==> config.mk <==
export PLATFORM = sky130hd
export DESIGN_NAME = jtag_scan_seq
export DESIGN_NICKNAME = d
export VERILOG_FILES = /design/src/rtl/jtseq_pkg.sv /design/src/rtl/jtseq_phase_timer.sv /design/src/rtl/jtseq_shift_buf.sv /design/src/rtl/jtseq_step_gen.sv /design/src/rtl/jtag_scan_seq.sv
export SDC_FILE = /design/constraint.sdc
export NUM_CORES = 2
export LEC_CHECK = 0
export BUFFER_PORTS_ARGS = -buffer_cell sky130_fd_sc_hd__buf_2
export CAP_MARGIN = 20
export CORE_AREA = 2 2 413 415
export CTS_BUF_LIST = sky130_fd_sc_hd__clkbuf_16
export CTS_CLUSTER_DIAMETER = 150
export DETAILED_ROUTE_END_ITERATION = 6
export DIE_AREA = 0 0 415 417
export HOLD_SLACK_MARGIN = 0.08
export PLACE_DENSITY = 0.41
export SYNTH_ARGS = -nofsm -noshare
export SYNTH_HDL_FRONTEND = slang
export SYNTH_SLANG_ARGS = --single-unit
==> constraint.sdc <==
create_clock -name clk -period 5.5 [get_ports clk]
set_input_delay 0.275 -clock clk [delete_from_list [all_inputs] [get_ports clk]]
set_output_delay 0.275 -clock clk [all_outputs]
set_load 0.05 [all_outputs]
==> src/rtl/jtseq_pkg.sv <==
package jtseq_pkg;

    typedef enum logic [2:0] {
        OP_RESET      = 3'd0,
        OP_RESET_IDLE = 3'd1,
        OP_IR_SCAN    = 3'd2,
        OP_DR_SCAN    = 3'd3,
        OP_IDLE_CLK   = 3'd4
    } op_e;

    typedef enum logic [3:0] {
        SG_DONE,
        SG_RESET,
        SG_TO_IDLE,
        SG_IR_SEL,
        SG_ENTRY,
        SG_SHIFT,
        SG_PAUSE_IN,
        SG_PAUSE,
        SG_EXIT,
        SG_CLOCKS
    } seg_e;

    localparam int RESET_CYCLES = 5;
    localparam int ENTRY_CYCLES = 3;
    localparam int EXIT_CYCLES  = 2;

    function automatic seg_e first_seg(input logic [2:0] op, input logic count_zero);
        case (op)
            OP_RESET, OP_RESET_IDLE: first_seg = SG_RESET;
            OP_IR_SCAN:              first_seg = SG_IR_SEL;
            OP_DR_SCAN:              first_seg = SG_ENTRY;
            OP_IDLE_CLK:             first_seg = count_zero ? SG_DONE : SG_CLOCKS;
            default:                 first_seg = SG_DONE;
        endcase
    endfunction

endpackage

==> src/rtl/jtseq_phase_timer.sv <==
module jtseq_phase_timer #(
    parameter int DIV_W = 8
) (
    input  logic             clk,
    input  logic             rst,
    input  logic             run,
    input  logic [DIV_W-1:0] half_div,
    output logic             tick
);
    logic [DIV_W-1:0] tcnt;

    assign tick = run && (tcnt == half_div);

    always_ff @(posedge clk) begin
        if (rst || !run || tick) begin
            tcnt <= '0;
        end else begin
            tcnt <= tcnt + 1'b1;
        end
    end

    // Counter must restart from zero on every phase boundary
    assert_phase_restart_R9: assert property (@(posedge clk) disable iff (rst)
        $past(tick) |-> (tcnt == '0));
endmodule

==> src/rtl/jtseq_shift_buf.sv <==
module jtseq_shift_buf #(
    parameter int BITS = 512
) (
    input  logic                      clk,
    input  logic                      rst,
    input  logic                      load,
    input  logic [BITS-1:0]           load_data,
    input  logic                      cap_en,
    input  logic [$clog2(BITS)-1:0]   idx,
    input  logic                      cap_bit,
    output logic [BITS-1:0]           data,
    output logic                      out_bit
);
    assign out_bit = data[idx];

    always_ff @(posedge clk) begin
        if (rst) begin
            data <= '0;
        end else if (load) begin
            data <= load_data;
        end else if (cap_en) begin
            data[idx] <= cap_bit;
        end
    end

    // A capture touches only the addressed bit
    assert_single_bit_R6: assert property (@(posedge clk) disable iff (rst)
        $past(cap_en) && !$past(load) |-> ($countones(data ^ $past(data)) <= 1));
endmodule

==> src/rtl/jtseq_step_gen.sv <==
module jtseq_step_gen
    import jtseq_pkg::*;
#(
    parameter int SEQ_W = 16
) (
    input  seg_e             seg,
    input  logic [SEQ_W-1:0] cnt,
    input  logic [SEQ_W-1:0] bits_m1,
    input  logic [SEQ_W-1:0] count_m1,
    input  logic             pause_en,
    input  logic             to_idle,
    input  logic             data_bit,
    output logic             step_tms,
    output logic             step_tdi,
    output logic             step_last,
    output seg_e             step_next
);
    always_comb begin
        step_tms  = 1'b0;
        step_tdi  = 1'b0;
        step_last = 1'b1;
        step_next = SG_DONE;
        case (seg)
            SG_RESET: begin
                step_tms  = 1'b1;
                step_last = (cnt == SEQ_W'(RESET_CYCLES - 1));
                step_next = to_idle ? SG_TO_IDLE : SG_DONE;
            end
            SG_TO_IDLE: begin
                step_next = SG_DONE;
            end
            SG_IR_SEL: begin
                step_tms  = 1'b1;
                step_next = SG_ENTRY;
            end
            SG_ENTRY: begin
                step_tms  = (cnt == '0);
                step_last = (cnt == SEQ_W'(ENTRY_CYCLES - 1));
                step_next = SG_SHIFT;
            end
            SG_SHIFT: begin
                step_tdi  = data_bit;
                step_tms  = (cnt == bits_m1);
                step_last = (cnt == bits_m1);
                step_next = pause_en ? SG_PAUSE_IN : SG_EXIT;
            end
            SG_PAUSE_IN: begin
                step_next = SG_PAUSE;
            end
            SG_PAUSE: begin
                step_tms  = (cnt == count_m1);
                step_last = (cnt == count_m1);
                step_next = SG_EXIT;
            end
            SG_EXIT: begin
                step_tms  = (cnt == '0);
                step_last = (cnt == SEQ_W'(EXIT_CYCLES - 1));
                step_next = SG_DONE;
            end
            SG_CLOCKS: begin
                step_last = (cnt == count_m1);
                step_next = SG_DONE;
            end
            default: begin
                step_next = SG_DONE;
            end
        endcase
    end
endmodule

==> src/rtl/jtag_scan_seq.sv <==
module jtag_scan_seq
    import jtseq_pkg::*;
#(
    parameter int BUF_BITS = 512,
    parameter int IR_BITS  = 8,
    parameter int CNT_W    = 16,
    parameter int DIV_W    = 8,
    localparam int LEN_W   = $clog2(BUF_BITS + 1)
) (
    input  logic                clk,
    input  logic                rst,
    input  logic [DIV_W-1:0]    cfg_half_div,
    input  logic                cmd_valid,
    input  logic [2:0]          cmd_op,
    input  logic [LEN_W-1:0]    cmd_len,
    input  logic [CNT_W-1:0]    cmd_count,
    input  logic [BUF_BITS-1:0] cmd_data,
    output logic                busy,
    output logic                done,
    output logic [BUF_BITS-1:0] rsp_data,
    output logic                tck,
    output logic                tms,
    output logic                tdi,
    input  logic                tdo
);
    localparam int SEQ_W = (CNT_W > LEN_W) ? CNT_W : LEN_W;
    localparam int IDX_W = $clog2(BUF_BITS);

    seg_e             seg;
    logic [SEQ_W-1:0] cnt;
    logic [SEQ_W-1:0] bits_m1_q;
    logic [SEQ_W-1:0] count_m1_q;
    logic             pause_en_q;
    logic             to_idle_q;
    logic             pend;

    logic             accept;
    logic             run;
    logic             tick;
    logic             cap_en;
    logic             buf_bit;
    logic             step_tms;
    logic             step_tdi;
    logic             step_last;
    seg_e             step_next;

    assign accept = cmd_valid && !busy;
    assign run    = busy && !pend;
    assign cap_en = run && tick && !tck && (seg == SG_SHIFT);

    jtseq_phase_timer #(.DIV_W(DIV_W)) u_timer (
        .clk      (clk),
        .rst      (rst),
        .run      (run),
        .half_div (cfg_half_div),
        .tick     (tick)
    );

    jtseq_shift_buf #(.BITS(BUF_BITS)) u_buf (
        .clk       (clk),
        .rst       (rst),
        .load      (accept),
        .load_data (cmd_data),
        .cap_en    (cap_en),
        .idx       (cnt[IDX_W-1:0]),
        .cap_bit   (tdo),
        .data      (rsp_data),
        .out_bit   (buf_bit)
    );

    jtseq_step_gen #(.SEQ_W(SEQ_W)) u_step (
        .seg       (seg),
        .cnt       (cnt),
        .bits_m1   (bits_m1_q),
        .count_m1  (count_m1_q),
        .pause_en  (pause_en_q),
        .to_idle   (to_idle_q),
        .data_bit  (buf_bit),
        .step_tms  (step_tms),
        .step_tdi  (step_tdi),
        .step_last (step_last),
        .step_next (step_next)
    );

    always_ff @(posedge clk) begin
        if (rst) begin
            busy       <= 1'b0;
            done       <= 1'b0;
            pend       <= 1'b0;
            seg        <= SG_DONE;
            cnt        <= '0;
            bits_m1_q  <= '0;
            count_m1_q <= '0;
            pause_en_q <= 1'b0;
            to_idle_q  <= 1'b0;
            tck        <= 1'b1;
            tms        <= 1'b0;
            tdi        <= 1'b0;
        end else begin
            done <= 1'b0;
            if (!busy) begin
                if (cmd_valid) begin
                    busy       <= 1'b1;
                    pend       <= 1'b1;
                    seg        <= first_seg(cmd_op, cmd_count == '0);
                    cnt        <= '0;
                    bits_m1_q  <= (cmd_op == OP_IR_SCAN) ? SEQ_W'(IR_BITS - 1)
                                                         : SEQ_W'(cmd_len) - SEQ_W'(1);
                    count_m1_q <= SEQ_W'(cmd_count) - SEQ_W'(1);
                    pause_en_q <= (cmd_op == OP_DR_SCAN) && (cmd_count != '0);
                    to_idle_q  <= (cmd_op == OP_RESET_IDLE);
                end
            end else if (pend) begin
                pend <= 1'b0;
                if (seg == SG_DONE) begin
                    busy <= 1'b0;
                    done <= 1'b1;
                    tms  <= 1'b0;
                    tdi  <= 1'b0;
                end else begin
                    tms <= step_tms;
                    tdi <= step_tdi;
                end
            end else if (tick) begin
                if (tck) begin
                    tck <= 1'b0;
                end else begin
                    tck  <= 1'b1;
                    pend <= 1'b1;
                    if (step_last) begin
                        seg <= step_next;
                        cnt <= '0;
                    end else begin
                        cnt <= cnt + 1'b1;
                    end
                end
            end
        end
    end

    // TCK rests high outside a command
    assert_tck_idle_high_R9: assert property (@(posedge clk) disable iff (rst)
        !busy |-> tck);
    // TMS and TDI move only inside a high phase
    assert_tms_on_high_R9: assert property (@(posedge clk) disable iff (rst)
        (tms != $past(tms)) |-> (tck && $past(tck)));
    assert_tdi_on_high_R9: assert property (@(posedge clk) disable iff (rst)
        (tdi != $past(tdi)) |-> (tck && $past(tck)));
    // done is a single pulse that ends a busy period
    assert_done_pulse_R10: assert property (@(posedge clk) disable iff (rst)
        done |=> !done);
    assert_done_ends_busy_R10: assert property (@(posedge clk) disable iff (rst)
        done |-> (!busy && $past(busy)));
    // TCK falls only while a command runs
    assert_fall_in_cmd_R9: assert property (@(posedge clk) disable iff (rst)
        $fell(tck) |-> busy);
endmodule

After elaboration in Yosys (flattened, before gate mapping):

Index checks and enable logic that the tools add are counted.

* word-level logic and storage cells: 115
* output and inout port bits: 517
* register bits: 580
* input bits: 553

* $lt $le $gt $ge: 2
* equal/unequal tests: 22
* add/sub/neg operators: 4
* bitwise operators: 2
* reductions and logical operators: 31
* muxes and demuxes: 40

Operators with widths (count)
* $mux W512: 2
* $bwmux W512: 1
* $mux W16: 7
* $eq A16 B16 Y1: 2
* $logic_not A16 Y1: 2
* $mux W4: 8
* $pmux W4 S6: 1
* $add A16 B1 Y16 const B: 1
* $eq A16 B1 Y1 const B: 1
* $eq A16 B2 Y1 const B: 1
* $eq A16 B3 Y1 const B: 1
* $eq A4 B3 Y1 const B: 4
* $pmux W4 S4: 1
* $reduce_bool A16 Y1: 1
* $sub A16 B1 Y16 const B: 1
* $mux W1: 15
* $sub A10 B1 Y11 const B: 1
* $lt A9 B10 Y1 const B: 1
* $bmux W1 S9: 1
* $demux W1 S9: 1
* $ge A9 B1 Y1 const B: 1
* $add A8 B1 Y8 const B: 1
* $eq A4 B4 Y1 const B: 2
* $eq A8 B8 Y1: 1
* 23 further kinds: 43

Logic depth before layout (Yosys ltp):

* word-level depth: 8
* gate-level depth with buffers: 12

Modules after synthesis:

From an unflattened synthesis, not the netlist that was laid out.

* cells, all modules: 4343
* area, all modules: 33236.9 µm²

Modules (own cells, without submodules)
* jtseq_shift_buf: instances 1, sequential area each 10249.8 µm², cells each 3881, area an instance 29403.2 µm²
* jtag_scan_seq: instances 1, sequential area each 1101.1 µm², cells each 324, area an instance 2716.4 µm²
* jtseq_step_gen: instances 1, sequential area each 0.0 µm², cells each 90, area an instance 643.1 µm²
* jtseq_phase_timer: instances 1, sequential area each 160.2 µm², cells each 48, area an instance 474.2 µm²

Least setup slack after synthesis:

Ideal clock, no wire load.

* path type: register -> register
* from: reg cnt[0]
* to: reg tdi
* path slack: 2.807 ns
* setup time: 0.130 ns
* data required time: 5.370 ns
* path buffers: 3
* cell stages (with the launch flop): 11
* arrival: 2.563 ns
* period minus slack after synthesis: 2.693 ns
* cell sequence: dfxtp_1 buf_2 buf_2 buf_2 mux4_2 a32oi_1 nand4_1 nor4_1 nand4_1 nor4b_1 o41ai_1

* cells in the longest elaborated chain, start to end: 4

Ends and longest elaborated chain
* start, declared: line jtag_scan_seq.sv:30 `logic [SEQ_W-1:0] cnt;`
* start signal, assigned: line jtag_scan_seq.sv:134 `cnt <= cnt + 1'b1;`
* $bmux W1 S9: line jtseq_shift_buf.sv:14 `assign out_bit = data[idx];`
* $mux W1 (not written as such): line jtseq_shift_buf.sv:14
* $mux W1: line jtseq_step_gen.sv:23 `case (seg)`
* $mux W1: line jtag_scan_seq.sv:115 `if (seg == SG_DONE) begin`
* end signal, assigned: line jtag_scan_seq.sv:122 `tdi <= step_tdi;`
* end, declared: line jtag_scan_seq.sv:23 `output logic tdi,`

No other way between the ends. The select of a mux whose other input is x is not followed.
A chain may end at the register's enable or synchronous reset.

Final worst setup path:

* from: reg cnt[2]
* to: reg u_buf.data[455]

* cells in the longest elaborated chain, start to end: 7

Ends and longest elaborated chain
* $lt A9 B10 Y1 (not written as such) or $ge A9 B1 Y1 (tied branches): line jtseq_shift_buf.sv:22 `data[idx] <= cap_bit;`
* $logic_and A1 B1 Y1 (not written as such): line jtseq_shift_buf.sv:22
* $mux W1 (not written as such): line jtseq_shift_buf.sv:22
* $demux W1 S9 (*)
* $bwmux W512 (*): line jtseq_shift_buf.sv:22
* $mux W512 (*): line jtseq_shift_buf.sv:21 `end else if (cap_en) begin`
* $mux W512 (*): line jtseq_shift_buf.sv:19 `end else if (load) begin`
* end signal, assigned: line jtseq_shift_buf.sv:20 `data <= load_data;`
* end signal, assigned by index: line jtseq_shift_buf.sv:22
* end, declared: line jtseq_shift_buf.sv:11 `output logic [BITS-1:0] data,`

Mark *: on every way between the ends. The rest lies on a longest branch, timed or not. The select of a mux whose other input is x is not followed.

==> results.sh <==
export IMPL_synth_area_per_cell_um2=8.00
export IMPL_p_switching_mw=5.15
export IMPL_fill_cells=18300
export IMPL_syn_nets=4576
export IMPL_ys_seq_area_share_pct=35.8
export IMPL_io_pins=1070
export IMPL_power_density_nw_per_um2=286
export IMPL_grt_pass1_wl_um=373000
export IMPL_grt_pass1_vias=41700
export IMPL_grt_util_met3_pct=4.69
export IMPL_synth_common_cells="628 x nor2_1, 575 x dfxtp_1, 540 x nand3_1"
export IMPL_area_growth_syn_to_layout_pct=49.4
export IMPL_worstSetupStartpointType="flip-flop"
export IMPL_synth_top_area_share_pct=35.8
export IMPL_path_cells="inv_2, nor2_4, nand2_1, buf_4, nor2_4, nand3_1, a311oi_1"
export IMPL_crit_type="reg2reg"
export IMPL_place_gp_congestion=0.899
export IMPL_yosysMostFrequentCell="nor2_1"
export IMPL_drt_first_pass_iters=6
export IMPL_internal_power_mw=8.58
export IMPL_vias=43100
export IMPL_core_um2=169000
export IMPL_cap_violations=0
export IMPL_cts_resized=0
export IMPL_busiest_layer="met2"
export IMPL_netlist_area_um2=32100
export IMPL_setup_viol=0
export IMPL_synth_cell_types=62
export IMPL_max_slew_margin_pct=17.5
export IMPL_hold_viol=0
export IMPL_final_layout_size_suffix_gt1_share_pct=27.1
export IMPL_synth_top_cell_by_area="dfxtp_1"
export IMPL_synth_warnings=0
export IMPL_root_buffer="clkbuf_16"
export IMPL_fmax_mhz=217
export IMPL_rsz0062_at_grt="false"
export IMPL_cts_tree="done"
export IMPL_swShare_pct=37.5
export IMPL_dieArea_um2=173000
export IMPL_required_ns=6.08
export IMPL_power_frac_seq_pct=35.8
export IMPL_setup_tns_ns=0
export IMPL_slowest_delay_ns=1.01
export IMPL_nets=5934
export IMPL_routed_wl_um=282000
export IMPL_die_h_um=417
export IMPL_portBuffers=1069
export IMPL_crit_top_cell="nor2_4"
export IMPL_timing_final_crit_share_pct=83.7
export IMPL_finClkSkew_ns=0.0305
export IMPL_final_cells=7683
export IMPL_drc=2
export IMPL_ant_nets=0
export IMPL_wl_per_cell_um=36.8
export IMPL_rows=151
export IMPL_violations="design-rule violations"
export IMPL_cts_made_buffers=79
export IMPL_ys_top_cells_by_area="dfxtp_1 36%, a311oi_1 14%, nand3_1 8.4%"
export IMPL_initial_utilization_pct=19.1
export IMPL_antenna_found_initial=46
export IMPL_leakage_nw=17.9
export IMPL_cp_slowest_cell="nor2_4"
export IMPL_die_w_um=415
export IMPL_clk_pin_slew_worst_paths_ns=0.07
export IMPL_outcome="finished, violations left"
export IMPL_grt_max_degree=203
export IMPL_placed_cells=6954
export IMPL_drv_slew=0
export IMPL_synthCells=4016
export IMPL_use_met2_pct=50.3
export IMPL_pwr_share_comb_pct=25.5
export IMPL_async_flop_share_pct=0
export IMPL_min_period_ns=4.60
export IMPL_viasPerCell=5.61
export IMPL_pwr_share_clk_pct=38.6
export IMPL_ir_drop_mv=0.216
export IMPL_clk_latency_ns=0.71
export IMPL_synth_edf_count=0
export IMPL_hpwl_um=196000
export IMPL_ys_ff_latch=575
export IMPL_grt_usage_pct=31.1
export IMPL_clock_sinks=575
export IMPL_cp_max_fo=27
export IMPL_drt_iter0_drc=5055
export IMPL_gr_usage_met1_pct=39.8
export IMPL_worstMarginPinSlew_ns=1.24
export IMPL_critPathArrivalTime_ns=5.18
export IMPL_critPathCaptureType="flip-flop"
export IMPL_ff2ff_setup_slack_ns=0.90
export IMPL_hp_class="in2reg"
export IMPL_grt_overflow=0
export IMPL_htreeDepth=3
export IMPL_synth_top_flop_cell="dfxtp_1"
export IMPL_cts_buffer_depth=3
==> logic make-up after synthesis <==
logic type | share of synthesized area, %
multiplexers | 8.75
buffers and inverters | 6.41
XOR/XNOR | 2.02
adder cells (fa/ha/maj) | 0.273
flip-flops | 35.8
AND/OR/NAND/NOR | 20.8
AO/OA/AOI/OAI | 25.9
==> power by group through the flow <==
stage                     combinational [mW]  clock [mW]  sequential [mW]
final                                   3.51        5.30             4.92
after global routing                    3.64        5.51             4.93
after CTS                               3.48        5.35             4.90
after detailed placement                3.14           0             4.99
after global placement                  3.13           0             5.00
after floorplan                        0.949           0             5.86
==> metal layers <==
metal	part of all wire, %	vias up
met3	6.7	578
met1	41	21900
met5	0	-
li1	-	18000
met4	5.8	0
met2	46	2695
==> worst max-delay path, delay by kind of cell (launching register included) <==
family,cells,cell delay (ns)
AO/OA/AOI/OAI,1,0.44
flip-flops,1,1.00
buffers and inverters,2,0.86
AND/OR/NAND/NOR,4,2.09
==> worst paths after layout <==
check / startpoint / to / cells after the start
max: cnt[2] / u_buf.data[455] / 7
min: cmd_count[6] / count_m1_q[6] / 3
max reg2reg: cnt[2] / u_buf.data[455] / 7
min reg2reg: u_buf.data[102] / u_buf.data[102] / 2
==> timing repair <==
action / 4_1_cts / 5_1_grt
buffers inserted: 0 / 0
hold endpoints to repair: 545 / 0
hold buffers: 556 / 0
setup endpoints to repair: 0 / 0
==> sequential cells by signal (all words and copies together) (netlist names) <==
register / flops
u_buf.data: 512
cnt: 16
count_m1_q: 16
bits_m1_q: 11
u_timer.tcnt: 8
seg: 4
busy: 1
done: 1
pause_en_q: 1
pend: 1
tck: 1
tdi: 1
tms: 1
to_idle_q: 1
==> metrics by stage <==
step / total power [mW] / utilization [%] / hold slack [ns] / setup WS, ns / area (µm²)
floorplan: 6.81 / - / 0.371 / 2.81 / 32100
finish: 13.7 / 28.5 / 0.146 / 0.895 / 48000
detailed placement: 8.13 / 23.6 / 0.486 / 0.673 / 39800
global placement: 8.13 / 23.5 / 0.481 / 0.482 / 39600
CTS: 13.7 / 28.4 / 0.0865 / 0.622 / 47900
global route: 14.1 / 28.4 / 0.149 / 0.807 / 47900
==> placed cells by master (no fill, tap or decap), drive strengths merged, types with 81 or more instances in the layout <==
| cell | synthesis | layout |
|---|---|---|
| a311oi | 517 | 517 |
| buf | 100 | 1205 |
| clkbuf | 384 | 81 |
| dfxtp | 575 | 575 |
| dlygate4sd3 | 0 | 556 |
| mux2i | 138 | 138 |
| nand2 | 125 | 125 |
| nand3 | 540 | 540 |
| nor2 | 653 | 653 |
| o21ai | 523 | 523 |
==> layout make-up <==
cell class                      instances  area [µm²]  area share, %
Multi-Input combinational cell       2947       18800           39.2
Tap cell                             2218        2780           5.79
Antenna cell                           29        72.6          0.151
Sequential cell                       575       11500           24.0
Timing Repair Buffer                 1761       12200           25.5
Clock inverter                         62         509           1.06
Inverter                               10        37.5         0.0783
Clock buffer                           81        2030           4.23
(Power assumes the default switching activity.)
